==> src/rtl/sptag_pkg.sv <==
package sptag_pkg;

    typedef enum logic [1:0] {
        ST_IDLE  = 2'd0,
        ST_ISSUE = 2'd1,
        ST_HOLD  = 2'd2
    } iss_state_e;

endpackage

==> src/rtl/sptag_tag_table.sv <==
module sptag_tag_table #(
    parameter int NUM_TAGS = 2,
    parameter int TAG_W    = 1
) (
    input  logic                clk,
    input  logic                rst_n,
    input  logic                alloc_req,
    input  logic                free_v,
    input  logic [TAG_W-1:0]    free_tag,
    output logic [NUM_TAGS-1:0] busy,
    output logic                any_free,
    output logic [TAG_W-1:0]    alloc_tag
);

    // lowest free tag wins
    always_comb begin
        alloc_tag = '0;
        any_free  = 1'b0;
        for (int i = NUM_TAGS - 1; i >= 0; i--) begin
            if (!busy[i]) begin
                alloc_tag = TAG_W'(i);
                any_free  = 1'b1;
            end
        end
    end

    for (genvar g = 0; g < NUM_TAGS; g++) begin : g_slot
        always_ff @(posedge clk or negedge rst_n) begin
            if (!rst_n) begin
                busy[g] <= 1'b0;
            end else if (alloc_req && alloc_tag == TAG_W'(g)) begin
                busy[g] <= 1'b1;
            end else if (free_v && free_tag == TAG_W'(g)) begin
                busy[g] <= 1'b0;
            end
        end
    end

    AST_ALLOC_NEEDS_FREE: assert property (@(posedge clk) disable iff (!rst_n)
        alloc_req |-> any_free);
    AST_ALLOC_SETS_BUSY: assert property (@(posedge clk) disable iff (!rst_n)
        alloc_req |=> busy[$past(alloc_tag)]);
    AST_FREE_ONLY_BUSY: assert property (@(posedge clk) disable iff (!rst_n)
        free_v |-> busy[free_tag]);

endmodule

==> src/rtl/sptag_issue_fsm.sv <==
module sptag_issue_fsm
    import sptag_pkg::*;
#(
    parameter int ADDR_W = 32,
    parameter int PAGE_W = 12,
    parameter int CMD_W  = 4,
    localparam int LEN_W = PAGE_W - 2,
    localparam int BC_W  = PAGE_W + 1
) (
    input  logic              clk,
    input  logic              rst_n,
    input  logic              any_free,
    input  logic              up_valid,
    output logic              up_ready,
    input  logic [ADDR_W-1:0] up_addr,
    input  logic [LEN_W-1:0]  up_len,
    input  logic [CMD_W-1:0]  up_cmd,
    output logic              up_cross_err,
    output logic              rq_valid,
    output logic [ADDR_W-1:0] rq_addr,
    output logic [BC_W-1:0]   rq_bytes,
    output logic [CMD_W-1:0]  rq_cmd
);

    localparam logic [BC_W-1:0] PAGE_BYTES = BC_W'(1) << PAGE_W;

    iss_state_e        state, state_nx;
    logic [ADDR_W-1:0] cur_addr;
    logic [BC_W-1:0]   cur_bytes;
    logic [CMD_W-1:0]  cur_cmd;
    logic [BC_W-1:0]   len_bytes;
    logic [BC_W-1:0]   room;
    logic              split;
    logic              accept;

    always_comb begin
        len_bytes = (up_len == '0) ? PAGE_BYTES : {1'b0, up_len, 2'b00};
        room      = PAGE_BYTES - BC_W'(cur_addr[PAGE_W-1:0]);
        split     = cur_bytes > room;
        accept    = up_valid && up_ready;
    end

    // state and working registers
    always_ff @(posedge clk or negedge rst_n) begin
        if (!rst_n) begin
            state     <= ST_IDLE;
            cur_addr  <= '0;
            cur_bytes <= '0;
            cur_cmd   <= '0;
        end else begin
            state <= state_nx;
            if (accept) begin
                cur_addr  <= up_addr;
                cur_bytes <= len_bytes;
                cur_cmd   <= up_cmd;
            end else if (state == ST_ISSUE && split) begin
                cur_addr  <= cur_addr + ADDR_W'(room);
                cur_bytes <= cur_bytes - room;
            end
        end
    end

    // next state
    always_comb begin
        state_nx = state;
        unique case (state)
            ST_IDLE:  if (up_valid && any_free) state_nx = ST_ISSUE;
            ST_ISSUE: state_nx = split ? ST_HOLD : ST_IDLE;
            ST_HOLD:  if (any_free) state_nx = ST_IDLE;
            default:  state_nx = ST_IDLE;
        endcase
    end

    // outputs
    always_comb begin
        up_ready     = 1'b0;
        up_cross_err = 1'b0;
        rq_valid     = 1'b0;
        rq_addr      = cur_addr;
        rq_bytes     = cur_bytes;
        rq_cmd       = cur_cmd;
        unique case (state)
            ST_IDLE:  up_ready = any_free;
            ST_ISSUE: begin
                rq_valid     = 1'b1;
                up_cross_err = split;
                if (split) rq_bytes = room;
            end
            ST_HOLD:  rq_valid = any_free;
            default:  ;
        endcase
    end

    AST_NO_PAGE_CROSS: assert property (@(posedge clk) disable iff (!rst_n)
        rq_valid |-> ((BC_W+1)'(rq_addr[PAGE_W-1:0]) + (BC_W+1)'(rq_bytes)
                      <= (BC_W+1)'(PAGE_BYTES)));
    AST_BYTES_NONZERO: assert property (@(posedge clk) disable iff (!rst_n)
        rq_valid |-> rq_bytes != '0);
    AST_ERR_WITH_REQ: assert property (@(posedge clk) disable iff (!rst_n)
        up_cross_err |-> rq_valid);
    AST_ACCEPT_THEN_ISSUE: assert property (@(posedge clk) disable iff (!rst_n)
        (up_valid && up_ready) |=> rq_valid);

endmodule

==> src/rtl/sptag_cpl_match.sv <==
module sptag_cpl_match #(
    parameter int ID_W     = 16,
    parameter int TAG_W    = 1,
    parameter int NUM_TAGS = 2,
    parameter int BC_W     = 13,
    parameter int DATA_W   = 32
) (
    input  logic                clk,
    input  logic                rst_n,
    input  logic [ID_W-1:0]     own_id,
    input  logic [NUM_TAGS-1:0] busy,
    input  logic                cp_valid,
    input  logic [ID_W-1:0]     cp_id,
    input  logic [TAG_W-1:0]    cp_tag,
    input  logic [BC_W-1:0]     cp_bytes,
    input  logic [DATA_W-1:0]   cp_data,
    output logic                free_v,
    output logic [TAG_W-1:0]    free_tag,
    output logic                cp_devsel,
    output logic                cd_valid,
    output logic [TAG_W-1:0]    cd_tag,
    output logic [DATA_W-1:0]   cd_data,
    output logic                rt_valid,
    output logic [TAG_W-1:0]    rt_tag
);

    logic id_hit;
    logic take;
    logic last_beat;

    always_comb begin
        id_hit    = cp_valid && (cp_id == own_id);
        take      = id_hit && busy[cp_tag];
        last_beat = cp_bytes <= BC_W'(4);
        free_v    = take && last_beat;
        free_tag  = cp_tag;
    end

    always_ff @(posedge clk or negedge rst_n) begin
        if (!rst_n) begin
            cp_devsel <= 1'b0;
            cd_valid  <= 1'b0;
            cd_tag    <= '0;
            cd_data   <= '0;
            rt_valid  <= 1'b0;
            rt_tag    <= '0;
        end else begin
            cp_devsel <= id_hit;
            cd_valid  <= take;
            rt_valid  <= free_v;
            if (take) begin
                cd_tag  <= cp_tag;
                cd_data <= cp_data;
                rt_tag  <= cp_tag;
            end
        end
    end

    AST_DATA_CLAIMED: assert property (@(posedge clk) disable iff (!rst_n)
        cd_valid |-> cp_devsel);
    AST_RETIRE_WITH_DATA: assert property (@(posedge clk) disable iff (!rst_n)
        rt_valid |-> cd_valid);
    AST_FOREIGN_IGNORED: assert property (@(posedge clk) disable iff (!rst_n)
        (cp_valid && cp_id != own_id) |=> !cp_devsel);
    AST_STALE_DROPPED: assert property (@(posedge clk) disable iff (!rst_n)
        (cp_valid && !busy[cp_tag]) |=> !cd_valid);

endmodule

==> src/rtl/sptag_tracker.sv <==
module sptag_tracker #(
    parameter int ADDR_W   = 32,
    parameter int PAGE_W   = 12,
    parameter int CMD_W    = 4,
    parameter int ID_W     = 16,
    parameter int DATA_W   = 32,
    parameter int NUM_TAGS = 2,
    localparam int LEN_W   = PAGE_W - 2,
    localparam int BC_W    = PAGE_W + 1,
    localparam int TAG_W   = (NUM_TAGS > 1) ? $clog2(NUM_TAGS) : 1
) (
    input  logic              clk,
    input  logic              rst_n,
    input  logic [ID_W-1:0]   own_id,
    input  logic              up_valid,
    output logic              up_ready,
    input  logic [ADDR_W-1:0] up_addr,
    input  logic [LEN_W-1:0]  up_len,
    input  logic [CMD_W-1:0]  up_cmd,
    output logic              up_cross_err,
    output logic              rq_valid,
    output logic [ADDR_W-1:0] rq_addr,
    output logic [BC_W-1:0]   rq_bytes,
    output logic [TAG_W-1:0]  rq_tag,
    output logic [CMD_W-1:0]  rq_cmd,
    input  logic              cp_valid,
    input  logic [ID_W-1:0]   cp_id,
    input  logic [TAG_W-1:0]  cp_tag,
    input  logic [BC_W-1:0]   cp_bytes,
    input  logic [DATA_W-1:0] cp_data,
    output logic              cp_devsel,
    output logic              cd_valid,
    output logic [TAG_W-1:0]  cd_tag,
    output logic [DATA_W-1:0] cd_data,
    output logic              rt_valid,
    output logic [TAG_W-1:0]  rt_tag
);

    logic [NUM_TAGS-1:0] busy;
    logic                any_free;
    logic                free_v;
    logic [TAG_W-1:0]    free_tag;

    sptag_issue_fsm #(
        .ADDR_W (ADDR_W),
        .PAGE_W (PAGE_W),
        .CMD_W  (CMD_W)
    ) u_issue (
        .clk          (clk),
        .rst_n        (rst_n),
        .any_free     (any_free),
        .up_valid     (up_valid),
        .up_ready     (up_ready),
        .up_addr      (up_addr),
        .up_len       (up_len),
        .up_cmd       (up_cmd),
        .up_cross_err (up_cross_err),
        .rq_valid     (rq_valid),
        .rq_addr      (rq_addr),
        .rq_bytes     (rq_bytes),
        .rq_cmd       (rq_cmd)
    );

    sptag_tag_table #(
        .NUM_TAGS (NUM_TAGS),
        .TAG_W    (TAG_W)
    ) u_tags (
        .clk       (clk),
        .rst_n     (rst_n),
        .alloc_req (rq_valid),
        .free_v    (free_v),
        .free_tag  (free_tag),
        .busy      (busy),
        .any_free  (any_free),
        .alloc_tag (rq_tag)
    );

    sptag_cpl_match #(
        .ID_W     (ID_W),
        .TAG_W    (TAG_W),
        .NUM_TAGS (NUM_TAGS),
        .BC_W     (BC_W),
        .DATA_W   (DATA_W)
    ) u_match (
        .clk       (clk),
        .rst_n     (rst_n),
        .own_id    (own_id),
        .busy      (busy),
        .cp_valid  (cp_valid),
        .cp_id     (cp_id),
        .cp_tag    (cp_tag),
        .cp_bytes  (cp_bytes),
        .cp_data   (cp_data),
        .free_v    (free_v),
        .free_tag  (free_tag),
        .cp_devsel (cp_devsel),
        .cd_valid  (cd_valid),
        .cd_tag    (cd_tag),
        .cd_data   (cd_data),
        .rt_valid  (rt_valid),
        .rt_tag    (rt_tag)
    );

    AST_FULL_STALL: assert property (@(posedge clk) disable iff (!rst_n)
        (&busy) |-> !up_ready);
    AST_RETIRE_CLEARS: assert property (@(posedge clk) disable iff (!rst_n)
        rt_valid |-> !busy[rt_tag]);

endmodule

==> config.mk <==
export PLATFORM = sky130hd
export DESIGN_NAME = sptag_tracker
export DESIGN_NICKNAME = d
export VERILOG_FILES = /design/src/rtl/sptag_pkg.sv /design/src/rtl/sptag_tag_table.sv /design/src/rtl/sptag_issue_fsm.sv /design/src/rtl/sptag_cpl_match.sv /design/src/rtl/sptag_tracker.sv
export SDC_FILE = /design/constraint.sdc
export NUM_CORES = 1
export LEC_CHECK = 0
export ABC_AREA = 1
export ABC_CLOCK_PERIOD_IN_PS = 4800
export BUFFER_PORTS_ARGS = -buffer_cell sky130_fd_sc_hd__buf_2
export CAP_MARGIN = 20
export CORE_AREA = 2 2 117 176
export CTS_CLUSTER_DIAMETER = 60
export DETAILED_ROUTE_END_ITERATION = 6
export DIE_AREA = 0 0 119 178
export HOLD_SLACK_MARGIN = 0.06
export PLACE_DENSITY = 0.62
export SLEW_MARGIN = 20
export SYNTH_ARGS = -nofsm -noshare
export SYNTH_HDL_FRONTEND = slang
export SYNTH_SLANG_ARGS = --single-unit
==> constraint.sdc <==
create_clock -name clk -period 4.8 [get_ports clk]
set_clock_uncertainty 0.15 [all_clocks]
set_input_delay 0.24 -clock clk [delete_from_list [all_inputs] [get_ports clk]]
set_output_delay 0.24 -clock clk [all_outputs]
set_load 0.1 [all_outputs]
* Word level (Yosys, flattened, before mapping)
Index checks and enable logic that the tools add are counted.
** Operators by class
- $add $sub $neg :: 3
- $lt $le $gt $ge :: 3
- Equal/unequal tests :: 5
- Muxes and demuxes :: 23
- Bitwise gates (word level) :: 2
- Reduce and logical (&&, ||, !) cells :: 16
** Operators by type and width (number)
- 13-bit 2-to-1 mux :: 5
- 32-bit 2-to-1 mux :: 2
- 32-bit by 13-bit adder with 32-bit output :: 1
- 16-bit equality test :: 1
- 13-bit greater-than comparator :: 1
- 13-bit by 3-bit <= comparator with 1-bit output, second input constant :: 1
- 13-bit by 12-bit subtractor with 13-bit output, first input constant :: 1
- 13-bit subtractor :: 1
- 1-bit 2-to-1 mux :: 11
- 1-bit logical AND :: 10
- 10-bit zero test :: 1
- 2-bit 2-to-1 mux :: 3
- 2-bit case mux with 3 select lines :: 1
- 2-bit nonzero test :: 3
- 2-bit by 1-bit inequality test with 1-bit output, second input constant :: 2
- 2-bit by 1-bit equality test with 1-bit output, second input constant :: 1
- 2-bit equality test, second input constant :: 1
- 2-bit zero test :: 1
- 1-bit by 2-bit < comparator with 1-bit output, second input constant :: 1
- 1-bit NOT :: 2
- 1-bit case mux with 2 select lines :: 1
- 2-bit AND reduction :: 1
** Storage, ports and cells
- Bits in registers :: 89
- Input bits :: 128
- Output and inout port bits :: 90
- Word-level logic and storage cells :: 63

* Longest topological paths before layout
- Word-level depth :: 7
- Depth in mapped cells :: 22

* Modules after synthesis
A second synthesis with hierarchy kept.
** Unflattened totals
- Cells, all modules :: 1070
- Area, all modules :: 7050.5 sq um
** Modules (own cells, without submodules)
- sptag_issue_fsm :: times used 1, cells an instance 787, area an instance 4892.2 sq um, sequential area each 1276.2 sq um
- sptag_cpl_match :: times used 1, cells an instance 268, area an instance 2055.7 sq um, sequential area each 900.9 sq um
- sptag_tag_table :: times used 1, cells an instance 15, area an instance 102.6 sq um, sequential area each 50.0 sq um

* Worst setup path before layout
Ideal clock, no wire load.
- Path kind :: register to output
- Start point :: register u_issue.cur_addr[0], in the netlist u_issue.rq_addr[0]
- End point :: output port rq_bytes[0]
- Arrival time :: 5.508 ns
- Required time :: 4.410 ns
- Path slack :: -1.098 ns
- Stages on the path, launching flop included :: 17
- Cells stage by stage :: dfrtp_1 -> inv_1 -> ha_1 -> nand2_1 -> nor2_1 -> nand2_1 -> inv_1 -> ha_1 -> ha_1 -> nand2_1 -> nor3_2 -> nand3_1 -> nand3_2 -> nand2_4 -> buf_8 -> buf_2 -> o21ai_0
** On the way
- Longest elaborated chain between the ends :: 4
** RTL lines
- start, declared :: line sptag_issue_fsm.sv:28 : logic [ADDR_W-1:0] cur_addr;
- start signal, assigned :: line sptag_issue_fsm.sv:53 : cur_addr <= up_addr;
- start signal, assigned :: line sptag_issue_fsm.sv:57 : cur_addr <= cur_addr + ADDR_W'(room);
- 13-bit by 12-bit subtractor with 13-bit output (*) :: line sptag_issue_fsm.sv:38 : room = PAGE_BYTES - BC_W'(cur_addr[PAGE_W-1:0]);
- 13-bit greater-than comparator :: line sptag_issue_fsm.sv:39 : split = cur_bytes > room;
- 13-bit 2-to-1 mux (*) :: line sptag_issue_fsm.sv:87 : if (split) rq_bytes = room;
- 13-bit 2-to-1 mux (*) :: line sptag_issue_fsm.sv:82 : unique case (state)
- end, declared :: line sptag_tracker.sv:23 : output logic [BC_W-1:0] rq_bytes,
Mark *: on every way between the ends. The rest lies on a longest branch, timed or not.

* Worst setup path in the final report
- Start point :: register u_issue.cur_addr[0], in the netlist u_issue.rq_addr[0]
- End point :: output port rq_bytes[3]
Same word-level chain as after synthesis.

==> metrics.yaml <==
status: "finished, final reports clean"
area_growth_pct: 34.7
grt_pass1_vias: 7792
ys_top_cells_by_area: "dfrtp_1 (32%), nand2_1 (16%), nor2_1 (9.5%)"
dr.pass1.iters: 4
track_usage: 0.232
grt_overflow: 0
die_height_um: 178
yosysMostFrequentCell: "nand2_1"
core_area_um2: 19600
cap_violations: 0
synth.distinct_cells: 47
synth-seq-cells: 89
die_area_um2: 21200
final_max_slew_viol_count: 0
cts_buffers: 9
port_buffers: 217
insertedDiodeCount: 0
yosysSeqAreaShare: 0.320
hold_viol_final: 0
syn_avg_cell_area_um2: 6.62
cts.sinks: 89
slew_headroom: 0.309
drcViolationCount: 0
worst_slew_pin_slew_ns: 1.04
final_cell_area_um2: 9370
wl_per_cell_um: 15.0
path_clk_slew_ns: 0.07
synth_warnings: 0
leakagePower_nw: 5.22
setup_violations: 0
postRouteAntennaNets: 0
synth_top_area_frac: 0.320
period_share: 0.929
place.gp.congestion: 0.974
ir_worst_vdd_uv: 215
hp-class: "in2reg"
rsz0062_at_grt: "false"
cts_buffer_depth: 2
grt_max_degree: 50
dpl_cell_area_um2: 8250
crit_arrival_ns: 4.07
wl_um: 24100
synth_top_area_cell: "dfrtp_1"
nets: 1493
dp_hpwl_um: 18400
syn-cell-area_um2: 6960
io_pins: 218
cts_setup_buffers: 0
drt-initial-drc-count: 370
crit_type: "reg2out"
syn_inst: 1052
p_per_area_nw_per_um2: 181
grt_pass1_wl_um: 38600
finalPower_mw: 1.70
async_flop_share: 1.00
synth_edf_count: 0
cp.required_ns: 4.41
row_count: 63
clock_latency_ns: 0.37
h-tree-depth: 3
syn-num-nets: 1207
synth_ff_type: "dfrtp_1"
antenna_found_initial: 0
crit_fanout: 31
fmax_mhz: 224
avgViaCountPerCell: 4.84
fin_crit_ns: 4.46
initial_core_util: 0.355
cts_tree: "yes"
crit_path_end_kind: "output pin"
vias: 7759
root_buffer: "clkbuf_16"
layout-drive-gt1-share: 0.236
die_w_um: 119
startpoint_type: "flop"
synth_common_cells: "nand2_1 (300), nor2_1 (176), inv_1 (123), dfrtp_1 (89), nand3_1 (78)"
[per-stage QoR]
stage	hold WS, ns	cells	TNS [ns]	setup WS, ns	utilization
floorplan	-0.206	1052	-2.11	-0.354	-
global placement	0.156	1507	0	0.740	0.420
detailed placement	0.160	1507	0	0.686	0.420
CTS	0.0624	1603	0	0.258	0.477
global route	0.0881	1603	0	0.00503	0.478
finish	0.0621	1603	0	0.342	0.478
[power by group]
group | switching [mW] | leakage [nW] | internal [mW]
registers | 0.000545 | 1.16 | 0.750
logic | 0.0709 | 3.91 | 0.0915
clock network | 0.366 | 0.158 | 0.422
total | 0.437 | 5.22 | 1.26
[registers in the layout (all words and copies together), names as in the netlist]
| signal | flops |
|---|---|
| u_issue.cur_bytes | 13 |
| u_issue.rq_addr | 32 |
| u_issue.rq_cmd | 4 |
| u_issue.state | 2 |
| u_match.cd_data | 32 |
| u_match.cd_tag | 1 |
| u_match.cd_valid | 1 |
| u_match.cp_devsel | 1 |
| u_match.rt_valid | 1 |
| u_tags.busy | 2 |
[layer usage]
layer  vias up  share of wire  wire, um  GRT usage
met1      3523           0.37      8990      0.241
met4         0          0.047      1140      0.116
met2       271           0.52     12500      0.432
li1       3902              -         -          -
met3        63          0.060      1450     0.0543
met5         -              0         0          0
[worst paths after layout]
kind | from | end | cells past startpoint | slack (ns)
worst min-delay path | up_len[6] | u_issue.cur_bytes[12] | 4 | 0.06
worst max-delay path | u_issue.rq_addr[0] | rq_bytes[3] | 16 | 0.34
min in group asynchronous | rst_n | u_issue.rq_addr[14] | 2 | 0.28
worst max register to register | u_issue.rq_addr[0] | u_issue.cur_bytes[11] | 17 | 0.69
max in group asynchronous | rst_n | u_issue.rq_cmd[3] | 3 | 3.16
worst min register to register | u_issue.rq_cmd[2] | u_issue.rq_cmd[2] | 2 | 0.34
[worst max-delay path: stages, from the launching register on]
cell	delay [ns]
dfrtp_1	0.44
inv_1	0.23
ha_1	0.24
nand2_1	0.13
nor2_1	0.17
nand2_1	0.12
nor4_1	0.29
inv_1	0.16
ha_1	0.35
inv_1	0.12
o21bai_1	0.09
a31oi_1	0.18
nand3_2	0.12
nand2_4	0.37
nand2_1	0.16
o21ai_2	0.09
buf_2	0.44
[cell type report]
| type | instances | area, um^2 |
|---|---|---|
| tap | 260 | 325 |
| sequential | 89 | 2230 |
| clock buffer | 9 | 225 |
| inverter | 132 | 498 |
| multi-input combinational | 805 | 4080 |
| timing repair buffer | 301 | 1920 |
| fill | 2028 | 10300 |
| clock inverter | 7 | 92.6 |
[layout by cell type, fill, tap and decap left out, types with 3 or more instances in the layout]
cell type / n
buf_4: 5
nand3_1: 78
or2_2: 7
nor2_1: 176
inv_2: 8
inv_1: 123
nand3b_1: 5
o22ai_1: 4
nand3_2: 7
xor2_1: 21
o21ai_1: 13
o21bai_1: 4
ha_1: 26
a31oi_1: 5
o21ai_2: 16
inv_8: 4
nand2_2: 12
nor2_2: 11
a21oi_1: 22
dlygate4sd3_1: 80
xnor2_1: 9
nand4_1: 14
nor4_1: 10
o211ai_1: 3
buf_2: 214
a21oi_2: 8
o21ai_0: 22
nand2_1: 299
dfrtp_1: 89
nor3_1: 16
clkbuf_16: 9
[kinds of logic (layout without fill, tap and decap cells)]
group                    count (synthesis)  in the layout  synth area share
XOR/XNOR                                30             30            0.0378
AO/OA/AOI/OAI                          105            105            0.0949
flip-flops                              89             89             0.320
AND/OR/NAND/NOR                        643            643             0.400
buffers and inverters                  158            449            0.0978
adder cells (fa/ha/maj)                 27             27            0.0496
[what timing repair did]
| action | in CTS | in global routing |
|---|---|---|
| hold buffers | 80 | 0 |
| setup endpoints to repair | 0 | 2 |
| gates resized for setup | 0 | 2 |
| endpoints found under the hold margin | 117 | 0 |
Power figures use the tool's default switching activity.
